**src/rtl/abm_pkg.sv**
```systemverilog
package abm_pkg;
  typedef enum logic [2:0] {
    ST_IDLE,
    ST_T1F,
    ST_T2R,
    ST_T2F,
    ST_END
  } abm_state_e;
endpackage

```
**src/rtl/abm_phase_gen.sv**
```systemverilog
module abm_phase_gen (
  input  logic clk_i,
  input  logic rst_ni,
  output logic ph_o,
  output logic bus_clk_o
);
  always_ff @(posedge clk_i or negedge rst_ni) begin
    if (!rst_ni) begin
      ph_o      <= 1'b0;
      bus_clk_o <= 1'b0;
    end else begin
      ph_o      <= ~ph_o;
      bus_clk_o <= ~ph_o;
    end
  end
endmodule

```
**src/rtl/abm_term_detect.sv**
```systemverilog
module abm_term_detect
  import abm_pkg::*;
#(
  parameter int unsigned ACK_W = 2
) (
  input  abm_state_e       state_i,
  input  logic [ACK_W-1:0] ack_ni,
  input  logic             term_ni,
  output logic             ack_hit_o,
  output logic             term_hit_o
);
  // ack only on falling-edge states, term only on rising T2
  always_comb begin
    ack_hit_o  = ((state_i == ST_T1F) || (state_i == ST_T2F)) && !(&ack_ni);
    term_hit_o = (state_i == ST_T2R) && !term_ni;
  end
endmodule

```
**src/rtl/abm_bus_regs.sv**
```systemverilog
module abm_bus_regs #(
  parameter int unsigned ADDR_W = 31,
  parameter int unsigned DATA_W = 32,
  parameter int unsigned STAT_W = 3
) (
  input  logic              clk_i,
  input  logic              rst_ni,
  input  logic              start_i,
  input  logic              rd_latch_i,
  input  logic [ADDR_W-1:0] req_addr_i,
  input  logic [STAT_W-1:0] req_stat_i,
  input  logic              req_write_i,
  input  logic [DATA_W-1:0] req_wdata_i,
  input  logic [DATA_W-1:0] data_i,
  output logic [ADDR_W-1:0] addr_o,
  output logic [STAT_W-1:0] stat_o,
  output logic              dir_o,
  output logic [DATA_W-1:0] data_o,
  output logic [DATA_W-1:0] rdata_o
);
  always_ff @(posedge clk_i or negedge rst_ni) begin
    if (!rst_ni) begin
      addr_o <= '0;
      stat_o <= '0;
      dir_o  <= 1'b0;
      data_o <= '0;
    end else if (start_i) begin
      addr_o <= req_addr_i;
      stat_o <= req_stat_i;
      dir_o  <= req_write_i;
      data_o <= req_wdata_i;
    end
  end

  always_ff @(posedge clk_i or negedge rst_ni) begin
    if (!rst_ni)         rdata_o <= '0;
    else if (rd_latch_i) rdata_o <= data_i;
  end
endmodule

```
**src/rtl/abm_seq_fsm.sv**
```systemverilog
module abm_seq_fsm
  import abm_pkg::*;
(
  input  logic       clk_i,
  input  logic       rst_ni,
  input  logic       ph_i,
  input  logic       req_i,
  input  logic       dir_i,
  input  logic       ack_hit_i,
  input  logic       term_hit_i,
  output abm_state_e state_o,
  output logic       start_o,
  output logic       rd_latch_o,
  output logic       cs_no,
  output logic       as_no,
  output logic       ds_no,
  output logic       data_oe_o,
  output logic       done_o,
  output logic       busy_o
);
  logic ack_seen_q, last_q;

  always_comb begin
    start_o    = (state_o == ST_IDLE) && !ph_i && req_i;
    rd_latch_o = (state_o == ST_T2F) && last_q && !dir_i;
    busy_o     = (state_o != ST_IDLE);
  end

  always_ff @(posedge clk_i or negedge rst_ni) begin
    if (!rst_ni) begin
      state_o    <= ST_IDLE;
      ack_seen_q <= 1'b0;
      last_q     <= 1'b0;
      cs_no      <= 1'b1;
      as_no      <= 1'b1;
      ds_no      <= 1'b1;
      data_oe_o  <= 1'b0;
      done_o     <= 1'b0;
    end else begin
      done_o <= 1'b0;
      unique case (state_o)
        ST_IDLE: if (start_o) begin
          cs_no   <= 1'b0;
          state_o <= ST_T1F;
        end
        ST_T1F: begin
          cs_no      <= 1'b1;
          as_no      <= 1'b0;
          ds_no      <= dir_i;      // reads strobe data now
          data_oe_o  <= dir_i;
          ack_seen_q <= ack_hit_i;
          state_o    <= ST_T2R;
        end
        ST_T2R: begin
          last_q  <= ack_seen_q | term_hit_i;
          state_o <= ST_T2F;
        end
        ST_T2F: begin
          if (last_q) begin
            as_no      <= 1'b1;
            ds_no      <= 1'b1;
            last_q     <= 1'b0;
            ack_seen_q <= 1'b0;
            state_o    <= ST_END;
          end else begin
            ds_no      <= 1'b0;     // waited write strobes here
            ack_seen_q <= ack_hit_i;
            state_o    <= ST_T2R;
          end
        end
        ST_END: begin
          done_o    <= 1'b1;
          data_oe_o <= 1'b0;
          state_o   <= ST_IDLE;
        end
        default: state_o <= ST_IDLE;
      endcase
    end
  end
endmodule

```
**src/rtl/abm_seq_top.sv**
```systemverilog
module abm_seq_top
  import abm_pkg::*;
#(
  parameter int unsigned ADDR_W = 31,
  parameter int unsigned DATA_W = 32,
  parameter int unsigned STAT_W = 3,
  parameter int unsigned ACK_W  = 2
) (
  input  logic              clk_i,
  input  logic              rst_ni,
  input  logic              req_i,
  input  logic [ADDR_W-1:0] req_addr_i,
  input  logic [STAT_W-1:0] req_stat_i,
  input  logic              req_write_i,
  input  logic [DATA_W-1:0] req_wdata_i,
  output logic              busy_o,
  output logic              done_o,
  output logic [DATA_W-1:0] rdata_o,
  output logic              bus_clk_o,
  output logic              cs_no,
  output logic              as_no,
  output logic              ds_no,
  output logic [ADDR_W-1:0] addr_o,
  output logic [STAT_W-1:0] stat_o,
  output logic              dir_o,
  output logic [DATA_W-1:0] data_o,
  output logic              data_oe_o,
  input  logic [DATA_W-1:0] data_i,
  input  logic [ACK_W-1:0]  ack_ni,
  input  logic              term_ni
);
  logic       ph, start, rd_latch, ack_hit, term_hit;
  abm_state_e state;

  abm_phase_gen i_phase (
    .clk_i    (clk_i),
    .rst_ni   (rst_ni),
    .ph_o     (ph),
    .bus_clk_o(bus_clk_o)
  );

  abm_term_detect #(.ACK_W(ACK_W)) i_term (
    .state_i   (state),
    .ack_ni    (ack_ni),
    .term_ni   (term_ni),
    .ack_hit_o (ack_hit),
    .term_hit_o(term_hit)
  );

  abm_seq_fsm i_fsm (
    .clk_i     (clk_i),
    .rst_ni    (rst_ni),
    .ph_i      (ph),
    .req_i     (req_i),
    .dir_i     (dir_o),
    .ack_hit_i (ack_hit),
    .term_hit_i(term_hit),
    .state_o   (state),
    .start_o   (start),
    .rd_latch_o(rd_latch),
    .cs_no     (cs_no),
    .as_no     (as_no),
    .ds_no     (ds_no),
    .data_oe_o (data_oe_o),
    .done_o    (done_o),
    .busy_o    (busy_o)
  );

  abm_bus_regs #(.ADDR_W(ADDR_W), .DATA_W(DATA_W), .STAT_W(STAT_W)) i_regs (
    .clk_i      (clk_i),
    .rst_ni     (rst_ni),
    .start_i    (start),
    .rd_latch_i (rd_latch),
    .req_addr_i (req_addr_i),
    .req_stat_i (req_stat_i),
    .req_write_i(req_write_i),
    .req_wdata_i(req_wdata_i),
    .data_i     (data_i),
    .addr_o     (addr_o),
    .stat_o     (stat_o),
    .dir_o      (dir_o),
    .data_o     (data_o),
    .rdata_o    (rdata_o)
  );
endmodule

```
**config.mk**
```make
export PLATFORM = sky130hd
export DESIGN_NAME = abm_seq_top
export DESIGN_NICKNAME = d
export VERILOG_FILES = /design/src/rtl/abm_pkg.sv /design/src/rtl/abm_phase_gen.sv /design/src/rtl/abm_term_detect.sv /design/src/rtl/abm_bus_regs.sv /design/src/rtl/abm_seq_fsm.sv /design/src/rtl/abm_seq_top.sv
export SDC_FILE = /design/constraint.sdc
export NUM_CORES = 1
export LEC_CHECK = 0
export BUFFER_PORTS_ARGS = -buffer_cell sky130_fd_sc_hd__buf_4
export CORE_MARGIN = 4
export CORE_UTILIZATION = 46
export DETAILED_ROUTE_END_ITERATION = 8
export GPL_ROUTABILITY_DRIVEN = 0
export HOLD_SLACK_MARGIN = 0.05
export PLACE_DENSITY_LB_ADDON = 0.25
export REMOVE_ABC_BUFFERS = 1
export SETUP_SLACK_MARGIN = 0.5
export SYNTH_ARGS = -nofsm -noshare
export SYNTH_HDL_FRONTEND = slang
export SYNTH_HIERARCHICAL = 1
export SYNTH_SLANG_ARGS = --single-unit
```
**constraint.sdc**
```tcl
create_clock -name clk_i -period 2.6 [get_ports clk_i]
set_clock_uncertainty 0.15 [all_clocks]
set_input_delay 0.52 -clock clk_i [delete_from_list [all_inputs] [get_ports clk_i]]
set_output_delay 0.52 -clock clk_i [all_outputs]
set_load 0.02 [all_outputs]
```
Yosys cells after proc, flatten, opt, wreduce, memory -nomap -nowiden
Cells that the tools add are included.

Logic and storage cells: 56. Memories: 0. Bits in writable memories: 0. ROM bits: 0. Output and inout port bits: 106. Latch bits: 0. Bits in registers: 110.

Bitwise gates (word level): 2. Shift operators: 0. Div/mod/pow operators: 0. Multiplexer cells: 14. Add/sub/neg operators: 0. $mul: 0. $lt $le $gt $ge: 0. Eq/ne operators: 6. Reduce and logical (&&, ||, !) cells: 20.

Operators by type and width (number): one-hot mux 1 bit (2 select lines) (6); one-hot mux 3 bit (4 select lines) (1); nonzero test 2 bit (4); == test 3 x 2 -> 1 bit (second input constant) (2); logical AND 1 bit (6); 2-to-1 mux 3 bit (2); AND reduction 2 bit (3); 2-to-1 mux 1 bit (5); zero test 1 bit (4); inequality test 2 x 1 -> 1 bit (second input constant) (2); == test 3 x 1 -> 1 bit (second input constant) (1); == test 3 bit (second input constant) (1); zero test 3 bit (1); nonzero test 3 bit (1); logical OR 1 bit (1); NOT 1 bit (1); bitwise OR 1 bit (1).

Logic depth before layout (Yosys ltp)
Gate-level depths: netlist (run 1).

Word-level depth: 5. Depth in mapped cells: 6. Gate-level depth less buffers: 4.

Hierarchy
The synthesis (run 1) kept the hierarchy.

By module, submodules not included: abm_bus_regs (area an instance 3788.6 sq um, cells each 209, instances 1); abm_seq_fsm (area an instance 500.5 sq um, cells each 42, instances 1); abm_phase_gen (area an instance 36.3 sq um, cells each 3, instances 1); abm_term_detect (area an instance 31.3 sq um, cells each 3, instances 1).

Worst setup path after synthesis (run 1)
Ideal clock, no wire load.

Kind: flip-flop to flip-flop. From: register i_fsm.state_o[0]. To: register i_regs.addr_o[0]. Clock period less this slack: 2031 ps. Data required time: 2325 ps. Buffers on the path: 3. Setup time: 125 ps. Stages on the path, launching flop included: 7. Setup slack: 569 ps. Arrival time: 1756 ps. Path through: dfrtp_1 -> buf_6 -> or3_4 -> nor2_2 -> buf_4 -> buf_6 -> mux2_4.

Word-level cells in the longest chain between the ends: 3.

RTL lines: start, declared (RTL line abm_seq_fsm.sv:11) `output abm_state_e state_o,`; start signal, assigned (RTL line abm_seq_fsm.sv:31) `state_o <= ST_IDLE;`; start signal, assigned (RTL line abm_seq_fsm.sv:44) `state_o <= ST_T1F;`; start signal, assigned (RTL line abm_seq_fsm.sv:52) `state_o <= ST_T2R;`; zero test 3 bit (RTL line abm_seq_fsm.sv:24) `start_o = (state_o == ST_IDLE) && !ph_i && req_i;`; logical AND 1 bit (2 in a row) (RTL line abm_seq_fsm.sv:24); via start (RTL line abm_seq_top.sv:32) `logic ph, start, rd_latch, ack_hit, term_hit;`; end signal, assigned (RTL line abm_bus_regs.sv:28) `addr_o <= req_addr_i;`; end, declared (RTL line abm_bus_regs.sv:15) `output logic [ADDR_W-1:0] addr_o,`.

The timed path passes the listed nets, and every way through them passes these cells. A chain may end at the register's enable or synchronous reset.

Final worst setup path (run 1)
From: register i_fsm.state_o[2]. To: output port busy_o.

Word-level cells in the longest chain between the ends: 1.

RTL lines: nonzero test 3 bit (RTL line abm_seq_fsm.sv:26) `busy_o = (state_o != ST_IDLE);`; end, declared (RTL line abm_seq_top.sv:16) `output logic busy_o,`.

Every way passes these cells.

==> results_dict.tcl, run 1 <==
set metrics [dict create \
    syn-cell-area_sq_um 4360 \
    ys_types 34 \
    power_w 0.00781 \
    cts_max_path_buffers 2 \
    startpoint_type "register" \
    clk_latency_ns 0.36 \
    rows 35 \
    die_area_sq_um 11100 \
    grt_pass1_wl_mm 16.2 \
    setup_viol 0 \
    nets 579 \
    slew_violations 0 \
    p_int_w 0.00492 \
    vias 2891 \
    wl_per_cell_um 16.6 \
    antenna_found_initial 0 \
    slew_headroom_pct 57.9 \
    combPwrFrac_pct 48.9 \
    end_kind "primary output" \
    power_density_nw_per_um2 1240 \
    area.sequential_sq_um 2760 \
    crit_required_ns 1.93 \
    crit_type "reg2out" \
    io_pins 211 \
    fillers 671 \
    clkSinkCount 110 \
    pwr-share-seq_pct 38.8 \
    cap_violations 0 \
    coreArea_sq_um 9240 \
    rsz0062_at_grt "no" \
    pwr-share-clk_pct 12.3 \
    finalWirelength_mm 10.1 \
    multi_input_comb_area_sq_um 1470 \
    cts-root-buf "clkbuf_8" \
    post-route-util_pct 68.3 \
    tritoncts.num_buffers 9 \
    placement.io_buffers 210 \
    diodes 0 \
    synth.area.top_cells "dfrtp_1 (61%), mux2_2 (18%), mux2_4 (10%)" \
    rr_worst_depth 4 \
    drtIter0Drc 46 \
    postRouteAntennaNets 0 \
    dieHeight_um 105 \
    drive_above_1_share_pct 72.9 \
    min_to "i_regs/addr_o[28]" \
    ys_warn_count 6 \
    rrSetupSlack_ns 0.56 \
    synth_top_area_cell "dfrtp_1" \
    syn_to_final_growth_pct 44.9 \
    vias_per_cell 4.75 \
    ir_drop_mv 0.648 \
    synth.avg_cell_area_sq_um 17.0 \
    hp-class "in2reg" \
    track_usage_pct 18.5 \
    synth_top_area_share_pct 61.5 \
    p_sw_w 0.00289 \
    status "finished clean" \
    syn-instance-count 257 \
    path_clk_slew_ns 0.11 \
    die_x_um 105 \
    yosysSeqAreaShare_pct 63.3 \
    synth-seq-cells 110 \
    initial_core_util_pct 47.1 \
    whs_path_depth 2 \
    switching_share_pct 37.0 \
    r2r-end "i_regs/data_o[2]" \
    arrival_ns 1.38 \
    grt_max_degree 68 \
    cp_max_fo 11 \
    gr-total-overflow 0 \
    dp_hpwl_mm 7.53 \
    tritoncts "built" \
    drc 0 \
    worst_slew_pin_slew_ns 0.632 \
    min-delay-start "req_addr_i[28]" \
    first_pass_iters 3 \
    period_needed_ns 2.05 \
    grt_pass1_vias 3203 \
    rr_startpoint "i_fsm/state_o[2]" \
    hold_viol_final 0 \
    clock.fmax_ghz 0.489 \
    finalCritPeriodShare_pct 78.7 \
    htree_levels 3 \
    p_leak_nw 3.09 \
]
[power by group through the flow]
stage                     Combinational (W)  Sequential (W)  Clock, W
final                               0.00382         0.00303  0.000961
after global routing                0.00404         0.00316   0.00106
after CTS                           0.00386         0.00304  0.000997
after detailed placement            0.00383         0.00307         0
after global placement              0.00376         0.00303         0
after floorplan                     0.00106         0.00404         0
[layout by cell type (no fill, tap or decap), types with 2 or more instances in the layout]
cell / instances
mux2_1: 2
dfstp_2: 3
inv_6: 2
mux2_2: 70
buf_4: 216
buf_12: 3
dfrtp_2: 2
clkinv_2: 2
clkbuf_8: 10
dfrtp_1: 105
o21bai_1: 3
mux2_4: 30
inv_1: 5
[worst max-delay path by stage]
stage                                start                 to  slack [ns]  depth (start not counted)
final                     i_fsm/state_o[2]             busy_o        0.55                          2
after global routing      i_fsm/state_o[2]   i_regs/data_o[2]        0.51                          4
after detailed placement  i_fsm/state_o[0]   i_regs/data_o[2]        0.46                          4
after floorplan           i_fsm/state_o[1]  i_regs/addr_o[28]       -1.27                          3
after global placement    i_fsm/state_o[0]   i_regs/data_o[6]        0.51                          4
after CTS                 i_fsm/state_o[2]             busy_o        0.51                          2
[synth_stat cells, drive strengths merged]
cell / count
inv: 5
o22ai: 1
a31oi: 1
nand2: 1
nor2b: 1
nor3: 1
and3: 1
nor3b: 1
a211o: 1
and4bb: 1
dfstp: 3
a21boi: 1
o22a: 1
clkbuf: 2
a211oi: 2
dfrtp: 107
and3b: 1
or2b: 1
nor2: 2
or3: 1
mux2: 102
buf: 13
nand2b: 1
mux2i: 1
o21bai: 3
nor4b: 2
[metal layers]
metal | GRT usage (%) | part of all wire [%] | vias up
met4 | 6.19 | 1.8 | 0
met1 | 21.8 | 38 | 1421
li1 | - | - | 1332
met3 | 8.33 | 10 | 13
met2 | 30.1 | 50 | 125
met5 | 0 | 0 | -
[worst max-delay path, cell delays in order, from the launching register on]
cell and delay (ns):
dfrtp_2 0.49, or3_4 0.37, buf_4 0.17
[state kept, by name, summed over array words and instances (netlist names)]
name	flops
i_regs/data_o	32
i_regs/rdata_o	32
i_fsm/ack_seen_q	1
i_phase/bus_clk_o	1
i_fsm/data_oe_o	1
i_regs/dir_o	1
i_regs/addr_o	31
i_fsm/ds_no	1
i_fsm/cs_no	1
i_fsm/last_q	1
i_fsm/as_no	1
i_fsm/state_o	3
i_regs/stat_o	3
i_fsm/done_o	1
[kinds of logic (layout without fill, tap and decap cells)]
group | count (synthesis) | after routing | share of synthesized area [%]
multiplexers | 103 | 103 | 29.2
AND/OR/NAND/NOR | 14 | 14 | 2.58
AO/OA/AOI/OAI | 10 | 10 | 1.84
buffers and inverters | 20 | 242 | 3.13
flip-flops | 110 | 110 | 63.3
[layout make-up]
cell class / instances / share of cell area, %
clock buffers: 10 / 2.18
clock inverters: 6 / 0.694
inverters: 5 / 0.297
multi-input cells: 127 / 23.4
flip-flops and latches: 110 / 43.7
well taps: 129 / 2.56
repair buffers: 221 / 27.2
[repair_timing]
item	in CTS	in global routing
hold endpoints to repair	37	0
setup endpoints to repair	40	13
setup buffers	1	3
hold buffers	1	0
gates resized for setup	2	2
[metrics by stage]
stage / std cells / setup WS, ns / instance area, sq um / TNS [ns] / hold slack (ns)
final: 608 / 0.553 / 6310 / 0 / 0.230
after global routing: 608 / 0.509 / 6310 / 0 / 0.206
after CTS: 605 / 0.513 / 6280 / 0 / 0.210
after detailed placement: 587 / 0.459 / 6080 / 0 / 0.309
after global placement: 587 / 0.506 / 6080 / 0 / 0.313
after floorplan: 242 / -1.27 / 4240 / -116.00 / 0.0744
Note: power is estimated with default switching activity, not from simulation.
==> inputs of run 2 (changes only) <==
- clock period: 2.6 -> 2 ns (I/O delays scaled with it)
==> results_dict.tcl, run 2 (same netlist as run 1, synthesis figures left out) <==
set metrics [dict create \
    die_area_sq_um 11100 \
    startpoint_type "register" \
    dp_hpwl_mm 7.43 \
    rows 35 \
    ir_drop_mv 1.00 \
    vias 3195 \
    mostFrequentLayoutCells "buf_4 (185), dfrtp_1 (106), mux2_4 (66), buf_6 (63), mux2_2 (34)" \
    finalWirelength_mm 13.0 \
    use_met1_pct 24.8 \
    slew_headroom_pct 76.1 \
    die_x_um 105 \
    top_usage_layer "met2" \
    grt_pass1_wl_mm 18.1 \
    first_pass_iters 6 \
    cp-startpoint "i_fsm/state_o[2]" \
    htree_levels 3 \
    layout_setup_ws_ns 0.135 \
    power_density_nw_per_um2 1590 \
    tritoncts.num_buffers 9 \
    clkSinkCount 110 \
    initial_core_util_pct 47.1 \
    min-delay-start "data_i[4]" \
    end_kind "register" \
    placement.io_buffers 210 \
    path_clk_slew_ns 0.10 \
    setup_viol 0 \
    worst_slew_pin_slew_ns 0.358 \
    gr-total-overflow 0 \
    layout_commonest_cell "buf_4" \
    period_needed_ns 1.87 \
    reg.largest.list "i_regs/data_o (32), i_regs/rdata_o (32), i_regs/addr_o (31)" \
    multi_input_comb_area_sq_um 1620 \
    dp_slack_ns 0.0783 \
    dieHeight_um 105 \
    slew_violations 0 \
    drtIter0Drc 100 \
    cp_top_family "simple AND/OR/NAND/NOR gates" \
    diodes 0 \
    max_stage_delay_ns 0.41 \
    hp-class "in2reg" \
    status "finished clean" \
    cp_max_fo 6 \
    antenna_found_initial 0 \
    postRouteAntennaNets 0 \
    grt_max_degree 58 \
    arrival_ns 1.96 \
    rrSetupSlack_ns 0.13 \
    cts_max_path_buffers 2 \
    hold_viol_final 0 \
    cts-root-buf "clkbuf_8" \
    cp_cell_sequence "or3_4, nor2_4, buf_12, clkbuf_16, mux2_4" \
    syn_to_final_growth_pct 69.2 \
    clk_latency_ns 0.35 \
    post-route-util_pct 79.8 \
    crit_type "reg2reg" \
    use_met2_pct 35.0 \
    rr_startpoint "i_fsm/state_o[2]" \
    p_leak_nw 3.61 \
    rr_worst_depth 5 \
    fillers 519 \
    whs_ns 0.105 \
    clock.fmax_ghz 0.536 \
    track_usage_pct 20.7 \
    cap_violations 0 \
    nets 627 \
    r2r-end "i_regs/addr_o[27]" \
    timing.critical_path.buf_inv 2 \
    vias_per_cell 4.87 \
    rsz0062_at_grt "yes" \
    finalCritPeriodShare_pct 93.3 \
    grtUsageMet3_pct 7.23 \
    grt_pass1_vias 3407 \
    wl_per_cell_um 19.8 \
    area.sequential_sq_um 2760 \
    drive_above_1_share_pct 75.3 \
    crit_required_ns 2.09 \
    tritoncts "built" \
    worstSetupPathDepth 5 \
    io_pins 211 \
    drc 0 \
    crit_path_end "i_regs/addr_o[27]" \
    cp_slowest_cell "or3_4" \
    coreArea_sq_um 9240 \
]
## run 2: cell types whose count changed in the layout (fill, tap and decap cells not counted), sizes merged
| cell | previous run | this run |
|---|---|---|
| clkbuf | 11 | 15 |
| bufbuf | 0 | 1 |
| bufinv | 0 | 1 |
| buf | 219 | 263 |
| clkinv | 3 | 1 |
## run 2: routing by layer
metal  wire length [um]  part of all wire [%]  vias up
li1                   -                     -     1433
met1               4760                    37     1607
met2               6840                    53      135
met3               1130                   8.7       20
met4                275                   2.1        0
met5                  0                     0        -
## run 2: final cells by class
cell class | count | share of cell area (%)
clock inverters | 5 | 0.866
clock buffers | 11 | 2.05
multi-input cells | 127 | 22.0
inverters | 5 | 0.255
well taps | 129 | 2.19
flip-flops and latches | 110 | 37.4
repair buffers | 269 | 35.2
## run 2: power by group
| group | internal, W | leakage, nW | switching (W) |
|---|---|---|---|
| clock network | 0.000660 | 0.107 | 0.000755 |
| logic | 0.00358 | 2.19 | 0.00263 |
| registers | 0.00333 | 1.32 | 0.000756 |
## run 2: what timing repair did
action	in CTS	in global routing
pin swaps	2	0
endpoints found under the setup margin	106	166
buffers inserted	7	30
resized for setup	36	73
hold buffers	1	0
gates cloned	8	4
hold endpoints to repair	22	0
## run 2: worst min path at each step
stage                                   end  depth (start not counted)
final                     i_regs/rdata_o[4]                          2
after global placement    i_regs/addr_o[30]                          1
after floorplan            i_fsm/ack_seen_q                          0
after global routing       i_regs/addr_o[9]                          2
after CTS                 i_regs/rdata_o[4]                          2
after detailed placement  i_regs/data_o[23]                          1
## run 2: stage by stage
step	area [sq um]	TNS [ns]	power, W	instances
final	7370	0	0.0117	656
after global routing	7370	0	0.0123	656
after CTS	6770	0	0.0108	622
after detailed placement	6120	0	0.00900	590
after global placement	6120	0	0.00887	590
after floorplan	4240	-175.40	0.00663	242
